### src/rtl/wake_pkg.sv
package wake_pkg;

    typedef enum logic {
        WAKE_IDLE = 1'b0,
        WAKE_ADDR = 1'b1
    } wake_mode_e;

    typedef enum logic {
        CNT_AFTER_START = 1'b0,
        CNT_AFTER_STOP  = 1'b1
    } count_mode_e;

    typedef struct packed {
        logic armed;   // ones are being counted
        logic locked;  // detection done, waiting for a start bit
        logic flag;    // idle line reported
    } idle_state_t;

    // Number of consecutive ones forming an idle character.
    function automatic int unsigned idle_len(input int unsigned base, input logic wide);
        return base + (wide ? 1 : 0);
    endfunction

endpackage

### src/rtl/idle_detector.sv
module idle_detector
    import wake_pkg::*;
#(
    parameter int unsigned BASE_BITS = 8,
    parameter int unsigned CNT_W     = $clog2(BASE_BITS + 2)
) (
    input  logic clk,
    input  logic rst,
    input  logic count_mode,
    input  logic wide_char,
    input  logic bit_tick,
    input  logic rx_bit,
    input  logic start_det,
    input  logic frame_done,
    output logic idle_hit,
    output logic idle_flag
);

    idle_state_t st_q, st_d;
    logic [CNT_W-1:0] cnt_q, cnt_d;
    logic [CNT_W-1:0] last_idx;
    count_mode_e mode;

    assign mode     = count_mode_e'(count_mode);
    assign last_idx = CNT_W'(idle_len(BASE_BITS, wide_char) - 1);

    assign idle_hit = bit_tick && rx_bit && st_q.armed && !st_q.locked
                      && !start_det && (cnt_q == last_idx);

    always_comb begin
        st_d  = st_q;
        cnt_d = cnt_q;
        if (start_det) begin
            st_d.flag   = 1'b0;
            st_d.locked = 1'b0;
            st_d.armed  = (mode == CNT_AFTER_START);
            cnt_d       = '0;
        end else if (frame_done) begin
            if (mode == CNT_AFTER_STOP) begin
                st_d.armed = 1'b1;
                cnt_d      = '0;
            end
        end else if (idle_hit) begin
            st_d.flag   = 1'b1;
            st_d.locked = 1'b1;
            cnt_d       = '0;
        end else if (bit_tick && st_q.armed && !st_q.locked) begin
            cnt_d = rx_bit ? cnt_q + 1'b1 : '0;
        end
    end

    always_ff @(posedge clk) begin
        if (rst) begin
            st_q  <= '{armed: 1'b1, locked: 1'b0, flag: 1'b0};
            cnt_q <= '0;
        end else begin
            st_q  <= st_d;
            cnt_q <= cnt_d;
        end
    end

    assign idle_flag = st_q.flag;

endmodule

### src/rtl/sleep_ctrl.sv
module sleep_ctrl
    import wake_pkg::*;
(
    input  logic clk,
    input  logic rst,
    input  logic wake_sel,
    input  logic sleep_req,
    input  logic frame_done,
    input  logic frame_msb,
    input  logic idle_hit,
    output logic sleep,
    output logic frame_pass
);

    wake_mode_e mode;
    logic sleep_q, pass_q;
    logic addr_wake, idle_wake, pass_d;

    assign mode      = wake_mode_e'(wake_sel);
    assign addr_wake = sleep_q && frame_done && frame_msb && (mode == WAKE_ADDR);
    assign idle_wake = sleep_q && idle_hit && (mode == WAKE_IDLE);
    assign pass_d    = frame_done && (!sleep_q || addr_wake);

    always_ff @(posedge clk) begin
        if (rst) begin
            sleep_q <= 1'b0;
            pass_q  <= 1'b0;
        end else begin
            pass_q <= pass_d;
            if (sleep_req)
                sleep_q <= 1'b1;
            else if (addr_wake || idle_wake)
                sleep_q <= 1'b0;
        end
    end

    assign sleep      = sleep_q;
    assign frame_pass = pass_q;

endmodule

### src/rtl/rx_wakeup_ctrl.sv
module rx_wakeup_ctrl
    import wake_pkg::*;
#(
    parameter int unsigned BASE_BITS = 8
) (
    input  logic clk,
    input  logic rst,
    input  logic wake_sel,
    input  logic count_mode,
    input  logic wide_char,
    input  logic sleep_req,
    input  logic bit_tick,
    input  logic rx_bit,
    input  logic start_det,
    input  logic frame_done,
    input  logic frame_msb,
    output logic sleep,
    output logic frame_pass,
    output logic idle_flag
);

    localparam int unsigned CNT_W = $clog2(BASE_BITS + 2);

    logic idle_hit;

    idle_detector #(.BASE_BITS(BASE_BITS), .CNT_W(CNT_W)) u_idle (
        .clk        (clk),
        .rst        (rst),
        .count_mode (count_mode),
        .wide_char  (wide_char),
        .bit_tick   (bit_tick),
        .rx_bit     (rx_bit),
        .start_det  (start_det),
        .frame_done (frame_done),
        .idle_hit   (idle_hit),
        .idle_flag  (idle_flag)
    );

    sleep_ctrl u_sleep (
        .clk        (clk),
        .rst        (rst),
        .wake_sel   (wake_sel),
        .sleep_req  (sleep_req),
        .frame_done (frame_done),
        .frame_msb  (frame_msb),
        .idle_hit   (idle_hit),
        .sleep      (sleep),
        .frame_pass (frame_pass)
    );

endmodule

### config.mk
export PLATFORM = sky130hd
export DESIGN_NAME = rx_wakeup_ctrl
export DESIGN_NICKNAME = d
export VERILOG_FILES = /design/src/rtl/wake_pkg.sv /design/src/rtl/idle_detector.sv /design/src/rtl/sleep_ctrl.sv /design/src/rtl/rx_wakeup_ctrl.sv
export SDC_FILE = /design/constraint.sdc
export NUM_CORES = 1
export LEC_CHECK = 0
export BUFFER_PORTS_ARGS = -buffer_cell sky130_fd_sc_hd__buf_2
export CAP_MARGIN = 30
export CORE_AREA = 2 2 39 41
export DETAILED_ROUTE_END_ITERATION = 16
export DIE_AREA = 0 0 41 43
export GPL_ROUTABILITY_DRIVEN = 1
export GPL_TIMING_DRIVEN = 0
export MAX_ROUTING_LAYER = met4
export PLACE_DENSITY = 0.69
export SYNTH_ARGS = -nofsm -noshare
export SYNTH_HDL_FRONTEND = slang
export SYNTH_SLANG_ARGS = --single-unit
### constraint.sdc
create_clock -name clk -period 1.34 [get_ports clk]
set_input_delay 0.201 -clock clk [delete_from_list [all_inputs] [get_ports clk]]
set_output_delay 0.201 -clock clk [all_outputs]
set_load 0.02 [all_outputs]
# Yosys cells after proc, flatten, opt, wreduce, memory -nomap -nowiden
# Index checks and enable logic that the tools add are counted.
dict set report op_classes {
  muxes 13
  n_reduce_logical 26
  addsub 3
  eq_ne 2
  bitwise_logic 3
}
# op count
set op_table {}
lappend op_table {{$mux W4} 5}
lappend op_table {{$logic_and A1 B1 Y1} 13}
lappend op_table {{$reduce_and A2 Y1} 3}
lappend op_table {{$reduce_bool A2 Y1} 3}
lappend op_table {{$mux W1} 5}
lappend op_table {{$add A4 B1 Y4 const B} 1}
lappend op_table {{$add A4 B4 Y4 const A} 1}
lappend op_table {{$eq A4 B4 Y1} 1}
lappend op_table {{$mux W2} 2}
lappend op_table {{$sub A4 B1 Y4 const B} 1}
lappend op_table {{$logic_not A1 Y1} 3}
lappend op_table {{$mux W3} 1}
lappend op_table {{$not A1 Y1} 3}
lappend op_table {{$reduce_bool A3 Y1} 1}
lappend op_table {{$logic_or A1 B1 Y1} 2}
lappend op_table {{$ne A2 B2 Y1 const B} 1}
lappend op_table {{$reduce_or A2 Y1} 1}
dict set report word_totals {
  elab_cells 52
  regBits 8
}

# Longest topological paths before layout
dict set report depth {
  word_depth 10
  depth_mapped 5
}

# Cells and area by module
# From an unflattened synthesis, not the netlist that was laid out.
dict set report unflattened {
  hier_cells 50
  hier_area_um2 439.2
}
# module n_inst cells_each area_each_um2
set modules_own_cells {}
lappend modules_own_cells {idle_detector 1 40 352.8}
lappend modules_own_cells {sleep_ctrl 1 10 86.3}

# Worst setup path after synthesis
# No wires, ideal clock.
dict set report synth_path {
  kind {reg2reg}
  from {register u_idle.cnt_q[0]}
  to {register u_idle.cnt_q[3]}
  setup_slack_ns 0.069
  path_stages_with_launch 5
  arrival_ns 1.137
  setup_time_ns 0.133
  path_cell_list {dfxtp_1 nand3_2 o32a_4 o2111ai_1 o311ai_1}
}
dict set report synth_via {
  elab_chain_cells 5
  elab_cells_between_ends 9
  classes_between {add/sub: 1; eq/ne: 1; mux: 4; reduce/logical: 3}
}
# item line_no
set synth_lines {}
lappend synth_lines {{start, declared} idle_detector.sv:20} ;# logic [CNT_W-1:0] cnt_q, cnt_d;
lappend synth_lines {{start signal, assigned} idle_detector.sv:58} ;# cnt_q <= cnt_d;
lappend synth_lines {{$add A4 B1 Y4} idle_detector.sv:48} ;# cnt_d = rx_bit ? cnt_q + 1'b1 : '0;
lappend synth_lines {{$mux W4} idle_detector.sv:48}
lappend synth_lines {{$mux W4} idle_detector.sv:47} ;# end else if (bit_tick && st_q.armed && !st_q.locked) begin
lappend synth_lines {{$mux W4} idle_detector.sv:43} ;# end else if (idle_hit) begin
lappend synth_lines {{$mux W4} idle_detector.sv:38} ;# end else if (frame_done) begin
# Parallel ways exist; a longest one is shown, timed or not. The select of a mux whose other input is x is not followed.
# A chain may end at the register's enable or synchronous reset.

# Worst setup path after layout
dict set report layout_path {
  from {register u_idle.cnt_q[0]}
  to {register u_sleep.sleep_q (netlist: u_sleep.sleep)}
}
dict set report layout_via {
  elab_chain_cells 6
}
# item line_no
set layout_lines {}
lappend layout_lines {{$eq A4 B4 Y1} idle_detector.sv:28} ;# && !start_det && (cnt_q == last_idx);
lappend layout_lines {{$logic_and A1 B1 Y1} idle_detector.sv:28}
lappend layout_lines {{$logic_and A1 B1 Y1 (2 in a row)} sleep_ctrl.sv:21} ;# assign idle_wake = sleep_q && idle_hit && (mode == WAKE_IDLE);
lappend layout_lines {{$logic_or A1 B1 Y1} sleep_ctrl.sv:32} ;# else if (addr_wake || idle_wake)
lappend layout_lines {{$reduce_bool A2 Y1 (no line)} --}
lappend layout_lines {{end signal, assigned} sleep_ctrl.sv:26} ;# sleep_q <= 1'b0;
lappend layout_lines {{end signal, assigned} sleep_ctrl.sv:31} ;# sleep_q <= 1'b1;
lappend layout_lines {{end signal, assigned} sleep_ctrl.sv:33} ;# sleep_q <= 1'b0;
lappend layout_lines {{end, declared} sleep_ctrl.sv:16} ;# logic sleep_q, pass_q;
# No other way between the ends.

==> results by group <==
Synthesis
  • Area fraction in and, or, nand and nor cells after synthesis: 34.21%
  • Syn Nets: 66
  • Post-synth EDFFs: 0
  • Yosys top cell area share: 33.68%
  • Syn_area_per_cell: roughly 8.8 µm²
  • Asr flop ratio synth: 0%
  • Distinct cells, synth: 25
  • Syn Inst Count: 54
  • Synth cell count leaders: dfxtp_1 (8), nand2_1 (5), nor2_1 (5), o2111ai_1 (5), a21oi_1 (4)
  • Most area-consuming cells after synthesis: dfxtp_1 (34%), o2111ai_1 (9.2%), nand4bb_1 (7.1%)
  • Synthesized flop and latch total: 8
  • Seq/Total Area, Yosys: between 30 and 40%
  • Netlist Area Pre-Place: 475.5 µm²
  • Top-count cell post-synth: dfxtp_1
  • Post-synthesis xor/xnor area fraction: 0%
  • Mux cell area share after synthesis: 0%
  • Post-Synth Adder-Cell Area: under 10%
  • Synth Flop Type: dfxtp_1
  • Yosys top cell by area: dfxtp_1
  • Yosys warns: 0
  • Complex-gate fraction of the synthesized area: 26.05%
  • Largest family of logic cells by synthesized area: simple AND/OR/NAND/NOR gates

Global routing
  • GRT Util Overall: 13.64%
  • Pin count of the biggest net entering global routing: 9
  • Global route total overflow: 0
  • Initial antenna violation count: 0
  • First-pass GRT wire length: 1635 µm
  • Number of global-route vias before repair: 398

Cells and area
  • Post-route insts no fill: 90
  • Share of layout cells above drive strength 1: 41.89%
  • Antenna Cells: 0
  • Area growth from synthesis to layout: 39.47%
  • Post-layout nets: 88

Clocking
  • Clk_lat worst skew: approximately 260 ps
  • TritonCTS clock tree: yes
  • CTS Sinks: 8
  • Htree depth: 1
  • CTS max path bufs: 2
  • Worst-path clk slew: 60 ps
  • Hold Buf Count CTS: 0
  • TritonCTS Buffers: 3
  • CTS Root Cell: clkbuf_4

STA
  • Final count of hold timing violations: 0
  • Max-slew violation count: 0
  • Worst slew pin tran: 323.9 ps
  • Hold_ws: 171.1 ps
  • Clock skew: a little under 6 ps
  • Setup tns final: -19.63 ps
  • Final min period: around 1400 ps
  • Final setup viols: 2
  • Achievable Freq: approximately 740 MHz
  • RSZ-0062 raised after global routing: yes
  • Final setup margin: -12.87 ps
  • Fin crit share: 101.0%
  • Max-slew headroom: 78.24%

Drt
  • DRT Pass-1 Iters: 4
  • Antenna-violating nets left: 0
  • Remaining DRCs: 0
  • Vias per cell: 5.511
  • DRT iter0 DRCs: 9
  • Wire per inst: ~12 µm
  • Drt total wl: 1115 µm
  • Vias after detailed routing: 496

Worst setup path
  • Worst Path Required: about 1500 ps
  • Critical Path Fanout Max: 8
  • Critical path startpoint category: flip-flop
  • Slowest-stage cell, CP: o32a_4
  • CP arrival: 1490 ps
  • Crit-path max cell delay: 430 ps
  • CP delay by family, top: simple AND/OR/NAND/NOR gates
  • Crit Path Category: reg2reg
  • Reg2Reg Setup Slack: -10 ps
  • CP endpoint kind: flip-flop
  • Sequence of cells on the critical path: nand3_4 > o32a_4 > nor4_2 > nor3_1
  • Buf/Inv on CP: 0

Floorplan
  • Row count: 14
  • Core ar.: approximately 1400 µm²
  • IO Pins: 14
  • Die width: 41 µm
  • Die Y: 43 µm
  • Initial Utilization: 34.36%
  • Area of the die: 1763 µm²

Hold path
  • HP Class: in2reg

Pwr
  • Pwr Total: 0.5073 mW
  • Worst ir drop on vdd: 0.3891 mV
  • PwrDens: 765.0 nW/µm²
  • P_leak: roughly 0.24 nW

Place
  • GP Congestion: 0.7136
  • Dpl ws: -38.39 ps
  • HPWL Detailed: 763.1 µm
  • Port-buffer cells: 13
  • Cells after DPL: 83

Status
  • Status: complete, but fails checks
  • Failing checks: setup timing

Flow run
  • Max cap viols: 0
## report_power, final
group | total [mW] | switching (mW) | leakage, nW | internal, mW
combinational | 0.0766 | 0.0459 | 0.157 | 0.0307
sequential | 0.243 | 0.00414 | 0.0676 | 0.239
clock | 0.188 | 0.0852 | 0.0138 | 0.103
## per-stage QoR
| stage | util (%) | instance area, µm² |
|---|---|---|
| floorplan | - | 475.5 |
| global placement | 40.51 | 560.5 |
| detailed placement | 40.51 | 560.5 |
| CTS | 42.31 | 585.6 |
| global route | 47.92 | 663.1 |
| finish | 47.92 | 663.1 |
## registers in the layout, summed over array words and instances, names as in the netlist
name	count
u_idle.cnt_q	4
u_idle.st_q	2
u_sleep.frame_pass	1
u_sleep.sleep	1
## layout by cell type (no fill, tap or decap), drive strengths merged
cell / count
buf: 18
dfxtp: 8
nand2: 5
nor2: 5
o2111ai: 5
a21oi: 4
clkbuf: 4
nand4bb: 3
nand2b: 3
nor3: 3
inv: 2
or2: 2
nand3: 2
o32a: 1
nor4: 1
and2: 1
nor2b: 1
a31oi: 1
o311ai: 1
o211ai: 1
o21a: 1
a22oi: 1
ha: 1
## final timing paths
kind	start	to	depth (start not counted)
min	rst	u_sleep.sleep	2
max	u_idle.cnt_q[0]	u_sleep.sleep	4
max reg2reg	u_idle.cnt_q[0]	u_sleep.sleep	4
min reg2reg	u_sleep.sleep	u_sleep.frame_pass	1
## cell type report
cell class                 instances  area (µm²)
buffer                             2       8.758
tap                               16       20.02
clock buffer                       3       22.52
sequential                         8       171.4
timing repair buffer              17       95.09
fill                             136       720.7
inverter                           2       7.507
multi-input combinational         42       337.8
## routing by layer
| layer | share of wire [%] | up-vias | track usage, % | wire [µm] |
|---|---|---|---|---|
| li1 | - | 247 | - | - |
| met5 | 0 | - | - | 0 |
| met2 | 53 | 15 | 18.44 | 588 |
| met3 | 5.8 | 2 | 3.141 | 65 |
| met1 | 40 | 232 | 18.89 | 444 |
| met4 | 1.4 | 0 | 6.000 | 16 |
## worst reg2reg max path, stage by stage (launching register included)
cell     delay [ps]
dfxtp_4         380
nand3_4          80
o32a_4          430
nor4_2          280
nor3_1           70
## kinds of logic after synthesis
kind of cell	after synthesis
adders and majority gates	1
DFF	8
and+or+nand+nor	26
buffers and inverters	4
AOI/OAI and AO/OA	15
## repair_timing
item / CTS / global route
gates cloned: 0 / 0
setup endpoints to repair: 4 / 5
pin swaps: 0 / 6
resized for setup: 2 / 9
buffers inserted: 0 / 4
(Power assumes the default switching activity.)
